File: config.mk
export PLATFORM = sky130hd
export DESIGN_NAME = lock_health_monitor
export DESIGN_NICKNAME = d
export VERILOG_FILES = /design/src/rtl/lhm_pkg.sv /design/src/rtl/lhm_input_qual.sv /design/src/rtl/lhm_sec_tick.sv /design/src/rtl/lhm_sec_count.sv /design/src/rtl/lhm_fsm.sv /design/src/rtl/lock_health_monitor.sv
export SDC_FILE = /design/constraint.sdc
export NUM_CORES = 1
export LEC_CHECK = 0
export BUFFER_PORTS_ARGS = -buffer_cell sky130_fd_sc_hd__buf_2
export CAP_MARGIN = 10
export CORE_ASPECT_RATIO = 0.5
export CORE_UTILIZATION = 39
export DETAILED_ROUTE_END_ITERATION = 12
export PLACE_DENSITY = 0.63
export SETUP_SLACK_MARGIN = 0.2
export SLEW_MARGIN = 15
export SYNTH_ARGS = -nofsm -noshare
export SYNTH_HDL_FRONTEND = slang
export SYNTH_SLANG_ARGS = --single-unit
File: constraint.sdc
create_clock -name clk -period 2.58 [get_ports clk]
set_input_delay 0.129 -clock clk [delete_from_list [all_inputs] [get_ports clk]]
set_output_delay 0.129 -clock clk [all_outputs]
set_load 0.05 [all_outputs]
File: src/rtl/lhm_pkg.sv
package lhm_pkg;

    typedef enum logic [1:0] {
        ST_UNLOCKED    = 2'd0,
        ST_QUALIFY     = 2'd1,
        ST_LOCK_FRESH  = 2'd2,
        ST_LOCK_STORED = 2'd3
    } lhm_state_e;

    function automatic logic is_locked_state(input lhm_state_e st);
        return (st == ST_LOCK_FRESH) || (st == ST_LOCK_STORED);
    endfunction

endpackage

File: src/rtl/lhm_input_qual.sv
// Decides per cycle whether the loop inputs describe a healthy lock.
module lhm_input_qual #(
    parameter int STATUS_W = 4
) (
    input  logic [STATUS_W-1:0] status_code,
    input  logic                alarm_in,
    output logic                lock_ok
);
    // Alarm wins over any status value.
    always_comb begin
        if (alarm_in) begin
            lock_ok = 1'b0;
        end else begin
            lock_ok = (status_code == '0);
        end
    end
endmodule

File: src/rtl/lhm_sec_tick.sv
// Divides the system clock into a one-second tick, re-phased on clear.
module lhm_sec_tick #(
    parameter int CLKS_PER_SEC = 125_000_000
) (
    input  logic clk,
    input  logic rst_n,
    input  logic clr,
    output logic tick
);
    localparam int CW = (CLKS_PER_SEC > 1) ? $clog2(CLKS_PER_SEC) : 1;
    localparam logic [CW-1:0] LAST = CW'(CLKS_PER_SEC - 1);

    logic [CW-1:0] cyc_q;

    assign tick = !clr && (cyc_q == LAST);

    always_ff @(posedge clk) begin
        if (!rst_n || clr) begin
            cyc_q <= '0;
        end else if (tick) begin
            cyc_q <= '0;
        end else begin
            cyc_q <= cyc_q + 1'b1;
        end
    end
endmodule

File: src/rtl/lhm_sec_count.sv
// Counts whole seconds of unbroken lock and flags the two milestones.
module lhm_sec_count #(
    parameter int HOLD_SEC = 5,
    parameter int SAVE_SEC = 102
) (
    input  logic clk,
    input  logic rst_n,
    input  logic clr,
    input  logic tick,
    output logic hold_hit,
    output logic save_hit
);
    localparam int SW = $clog2(SAVE_SEC + 1);
    localparam logic [SW-1:0] HOLD_LAST = SW'(HOLD_SEC - 1);
    localparam logic [SW-1:0] SAVE_LAST = SW'(SAVE_SEC - 1);
    localparam logic [SW-1:0] SAT       = SW'(SAVE_SEC);

    logic [SW-1:0] sec_q;

    // A milestone fires on the tick that completes the last second.
    assign hold_hit = tick && (sec_q == HOLD_LAST);
    assign save_hit = tick && (sec_q == SAVE_LAST);

    always_ff @(posedge clk) begin
        if (!rst_n || clr) begin
            sec_q <= '0;
        end else if (tick && (sec_q != SAT)) begin
            sec_q <= sec_q + 1'b1;
        end
    end
endmodule

File: src/rtl/lhm_fsm.sv
// Lock state machine with registered health and save-request outputs.
module lhm_fsm
    import lhm_pkg::*;
(
    input  logic       clk,
    input  logic       rst_n,
    input  logic       lock_ok,
    input  logic       hold_hit,
    input  logic       save_hit,
    output lhm_state_e state,
    output logic       fault_out,
    output logic       save_req
);
    lhm_state_e state_q;
    lhm_state_e state_d;

    always_comb begin
        state_d = state_q;
        unique case (state_q)
            ST_UNLOCKED: begin
                if (lock_ok) state_d = ST_QUALIFY;
            end
            ST_QUALIFY: begin
                if (!lock_ok)     state_d = ST_UNLOCKED;
                else if (hold_hit) state_d = ST_LOCK_FRESH;
            end
            ST_LOCK_FRESH: begin
                if (!lock_ok)     state_d = ST_UNLOCKED;
                else if (save_hit) state_d = ST_LOCK_STORED;
            end
            ST_LOCK_STORED: begin
                if (!lock_ok) state_d = ST_UNLOCKED;
            end
            default: state_d = ST_UNLOCKED;
        endcase
    end

    // State register
    always_ff @(posedge clk) begin
        if (!rst_n) begin
            state_q <= ST_UNLOCKED;
        end else begin
            state_q <= state_d;
        end
    end

    // Output register, driven from the next state so outputs match the state
    always_ff @(posedge clk) begin
        if (!rst_n) begin
            fault_out <= 1'b1;
            save_req  <= 1'b0;
        end else begin
            fault_out <= !is_locked_state(state_d);
            save_req  <= (state_q == ST_LOCK_FRESH) && (state_d == ST_LOCK_STORED);
        end
    end

    assign state = state_q;
endmodule

File: src/rtl/lock_health_monitor.sv
module lock_health_monitor
    import lhm_pkg::*;
#(
    parameter int STATUS_W     = 4,
    parameter int CLKS_PER_SEC = 125_000_000,
    parameter int HOLD_SEC     = 5,
    parameter int SAVE_SEC     = 102
) (
    input  logic                clk,
    input  logic                rst_n,
    input  logic [STATUS_W-1:0] status_code,
    input  logic                alarm_in,
    output logic                fault_out,
    output logic                save_req
);
    logic       lock_ok;
    logic       timer_clr;
    logic       tick;
    logic       hold_hit;
    logic       save_hit;
    lhm_state_e state;

    lhm_input_qual #(.STATUS_W(STATUS_W)) u_qual (
        .status_code (status_code),
        .alarm_in    (alarm_in),
        .lock_ok     (lock_ok)
    );

    // Timers restart on the acquisition edge and on every bad sample.
    assign timer_clr = !lock_ok || (state == ST_UNLOCKED);

    lhm_sec_tick #(.CLKS_PER_SEC(CLKS_PER_SEC)) u_tick (
        .clk   (clk),
        .rst_n (rst_n),
        .clr   (timer_clr),
        .tick  (tick)
    );

    lhm_sec_count #(.HOLD_SEC(HOLD_SEC), .SAVE_SEC(SAVE_SEC)) u_secs (
        .clk      (clk),
        .rst_n    (rst_n),
        .clr      (timer_clr),
        .tick     (tick),
        .hold_hit (hold_hit),
        .save_hit (save_hit)
    );

    lhm_fsm u_fsm (
        .clk       (clk),
        .rst_n     (rst_n),
        .lock_ok   (lock_ok),
        .hold_hit  (hold_hit),
        .save_hit  (save_hit),
        .state     (state),
        .fault_out (fault_out),
        .save_req  (save_req)
    );
endmodule

==> impl_summary.log <==
[metrics] post-detailed-route DRC marker count: 0
[metrics] met2 WL post-DR: 1.62 mm
[metrics] floorplan die width: 99.5 um
[metrics] wire length of the first global-routing pass: 5.93 mm
[metrics] core outline area: 0.00449 sq mm
[metrics] largest driver fanout on the critical path: 12
[metrics] per-instance average area after synthesis: 8.95 sq um
[metrics] number of core rows: 17
[metrics] synth warn: 0
[metrics] gate count after technology mapping: 207
[metrics] final total negative setup slack: 0 ns
[metrics] number of nets in the finished design: 237
[metrics] max-cap check violation count: 0
[metrics] post-route clock period utilization: 0.811
[metrics] summed instance area of the synthesized netlist: 0.00185 sq mm
[metrics] number of storage elements in the synthesis netlist: 38
[metrics] relative area change from synthesis to final layout: 12.5%
[metrics] grt total ovfl: 0
[metrics] delay contributed by the slowest stage of the critical path: 0.46 ns
[metrics] most common cell after layout, fill and taps aside: sky130_fd_sc_hd__dfxtp_1
[metrics] Ports: 9
[metrics] net count after synthesis: 219
[metrics] full die area: 0.00505 sq mm
[metrics] post-detailed-placement half-perimeter wirelength: 2.48 mm
[metrics] post-synthesis cell type count: 39
[metrics] worst setup timing slack at the placement stage: 0.254 ns
[metrics] instance count along the most critical hold path: 4
[metrics] Final Hold Viols: 0
[metrics] Final WS setup: 0.488 ns
[metrics] Seq/Total Area, Yosys: 0.411
[metrics] Clk Tree Root Cell: sky130_fd_sc_hd__clkbuf_8
[metrics] met3 WL post-DR: 139 um
[metrics] number of fillers in the final layout: 438
[metrics] first-pass iteration count of the detailed router: 4
[metrics] Worst Reg2Reg Path Length in Cells: 7
[metrics] critical path data arrival time: 2.31 ns
[metrics] starting density of the core: 0.413
[metrics] CTS tree: yes
[metrics] Port Buffer Count: 8
[metrics] nature of the critical path startpoint: flip-flop
[metrics] maximum level of the CTS H-tree: 2
[metrics] largest net degree at the start of global routing: 27
[metrics] Worst EP required: 2.80 ns
[metrics] number of antenna violations at the first check in global routing: 0
[metrics] capturing element type of the critical path: flip-flop
[metrics] detail-routed net length per standard cell: 12.1 um
[metrics] clock sink count: 38
[metrics] number of slew-limit violations in the final report: 0
[metrics] Vias/cell: 5.17
[metrics] routed wire length: 3.54 mm
[metrics] standby leakage power: 0.687 nW
[metrics] status: finished clean
[metrics] maximum frequency from static timing analysis: 0.478 GHz
[metrics] number of nets with antenna violations after routing: 0
[metrics] Die Ht: 50.7 um
[metrics] total power per unit cell area: 487 mW/mm^2
[metrics] post-layout min period: 2.09 ns
[metrics] peak supply drop: 0.277 mV
[metrics] area of all sequential standard cells: 761 sq um
[metrics] commonest cells after routing, fill and taps aside: 38 x sky130_fd_sc_hd__dfxtp_1, 32 x sky130_fd_sc_hd__nor2_1, 19 x sky130_fd_sc_hd__xor2_1
[metrics] number of buffers between clock root and the deepest sink: 2
[metrics] CTS Hold Bufs: 0
[metrics] Diodes inserted: 0
[metrics] critical path class: reg2reg
[metrics] RSZ-0062 raised after global routing: false
[metrics] slew at the pin closest to its max-slew limit: 0.546 ns
[metrics] sum of routed wire segments on met1: 1.75 mm
[metrics] weighted congestion reported at the end of routability-driven placement: 0.821
[metrics] cell area after placement: 0.00197 sq mm
[metrics] cell-by-cell listing of the critical path: ha_1, inv_1, nor4_4, nand4_1, buf_4, or4_1, a21oi_1
[metrics] clock-pin slew on the worst setup and hold paths: 0.07 ns
[metrics] top layer used by detailed routing: met4
[metrics] final-report setup violation count: 0
[metrics] logic depth of the worst setup path including buffers: 7
[metrics] via count of the first global-routing pass: 1320
[metrics] class of the most critical hold timing path: in2reg
[metrics] DR iter-0 viols: 74
[metrics] routed vias: 1509
[metrics] Max transition margin: 0.633
[metrics] number of buffer and inverter instances along the worst setup path: 2
[metrics] Clk Latency, worst-skew pair: 0.29 ns
[metrics] Final Cell Area: 0.00208 sq mm
[metrics] slowest CP cell: sky130_fd_sc_hd__or4_1
[metrics] clock buffers created by TritonCTS: 5
[metrics] All-Layer GR Usage: 0.151
[metrics] kind of cell adding the most delay to the critical path: simple AND/OR/NAND/NOR gates
[metrics] clock skew: 0.00788 ns
[metrics] share of post-route cells with drive strength above 1: 0.150
[metrics] area occupied by multi-input gates: 0.00104 sq mm
metal layers:
layer	up-vias	global-route usage
li1	767	-
met1	717	0.200
met2	20	0.234
met3	5	0.0460
met4	0	0.0515
met5	-	0
metrics by stage:
step                       util  instances  hold slack (ns)  power [mW]
final                     0.464        292            0.157        1.02
after global routing      0.464        292            0.178        1.06
after CTS                 0.459        289            0.150        1.03
after detailed placement  0.438        281            0.456       0.606
after global placement    0.438        281            0.446       0.606
after floorplan               -        207            0.311       0.602
worst register-to-register path: stages (launching register included):
cell                      delay [ns]
sky130_fd_sc_hd__dfxtp_1        0.40
sky130_fd_sc_hd__ha_1           0.29
sky130_fd_sc_hd__inv_1          0.10
sky130_fd_sc_hd__nor4_4         0.31
sky130_fd_sc_hd__nand4_1        0.13
sky130_fd_sc_hd__buf_4          0.19
sky130_fd_sc_hd__or4_1          0.46
sky130_fd_sc_hd__a21oi_1        0.15
synth_stat cells:
cell	count	area [sq um]
sky130_fd_sc_hd__a21oi_1	6	30.0
sky130_fd_sc_hd__and2_1	1	6.26
sky130_fd_sc_hd__and2b_1	1	7.51
sky130_fd_sc_hd__and3_1	3	18.8
sky130_fd_sc_hd__and3_2	1	7.51
sky130_fd_sc_hd__and4_1	3	26.3
sky130_fd_sc_hd__and4bb_2	1	12.5
sky130_fd_sc_hd__buf_2	1	5.00
sky130_fd_sc_hd__buf_6	3	33.8
sky130_fd_sc_hd__dfxtp_1	38	761
sky130_fd_sc_hd__ha_1	5	62.6
sky130_fd_sc_hd__inv_1	4	15.0
sky130_fd_sc_hd__mux2i_1	1	10.0
sky130_fd_sc_hd__nand2_1	15	56.3
sky130_fd_sc_hd__nand2_2	1	6.26
sky130_fd_sc_hd__nand3_1	16	80.1
sky130_fd_sc_hd__nand4_1	12	75.1
sky130_fd_sc_hd__nand4_4	1	21.3
sky130_fd_sc_hd__nor2_1	32	120
sky130_fd_sc_hd__nor2b_1	1	6.26
sky130_fd_sc_hd__nor3_1	5	25.0
sky130_fd_sc_hd__nor3_2	1	10.0
sky130_fd_sc_hd__nor3b_1	2	15.0
sky130_fd_sc_hd__nor4_1	3	18.8
sky130_fd_sc_hd__nor4_4	2	42.5
sky130_fd_sc_hd__nor4b_1	2	17.5
sky130_fd_sc_hd__nor4bb_1	1	10.0
sky130_fd_sc_hd__o21a_1	1	7.51
sky130_fd_sc_hd__o21ai_0	7	35.0
sky130_fd_sc_hd__o21ai_1	1	5.00
sky130_fd_sc_hd__o311a_1	1	10.0
sky130_fd_sc_hd__o31ai_1	1	7.51
sky130_fd_sc_hd__or2_2	1	6.26
sky130_fd_sc_hd__or3_1	4	25.0
sky130_fd_sc_hd__or3_2	1	7.51
sky130_fd_sc_hd__or4_1	1	7.51
sky130_fd_sc_hd__or4_4	2	22.5
sky130_fd_sc_hd__xnor2_1	6	52.6
sky130_fd_sc_hd__xor2_1	19	166
kinds of logic after synthesis:
group                    Yosys count  share of synthesized area
XOR/XNOR                          25                      0.118
adder cells (fa/ha/maj)            5                     0.0338
AO/OA/AOI/OAI                     17                     0.0513
buffers and inverters              8                     0.0290
multiplexers                       1                    0.00540
flip-flops                        38                      0.411
AND/OR/NAND/NOR                  113                      0.352
area by class of cell:
class                           count  area share
Sequential cell                    38       0.365
Timing Repair Buffer               15      0.0444
Clock buffer                        6      0.0396
Clock inverter                      2     0.00600
Tap cell                           66      0.0396
Multi-Input combinational cell    161       0.498
Inverter                            4     0.00720
sequential cells by signal, summed over array words and instances (netlist names):
signal	flops
u_tick.cyc_q	27
u_secs.sec_q	7
u_fsm.state	2
u_fsm.fault_out	1
u_fsm.save_req	1
power by group:
group,internal (mW),switching (mW)
sequential,0.586,0.000163
combinational,0.00420,0.00227
clock,0.215,0.208
final timing paths:
check / from / endpoint / slack (ns)
worst max-delay path: u_tick.cyc_q[0] / u_secs.sec_q[5] / 0.49
worst min-delay path: alarm_in / u_fsm.save_req / 0.16
worst max register to register: u_tick.cyc_q[0] / u_secs.sec_q[5] / 0.49
worst min register to register: u_tick.cyc_q[0] / u_tick.cyc_q[0] / 0.49
timing repair:
item,in CTS,in global routing
gates resized for setup,0,0
setup buffers,0,3
setup endpoints to repair,0,5
(Power assumes the default switching activity.)
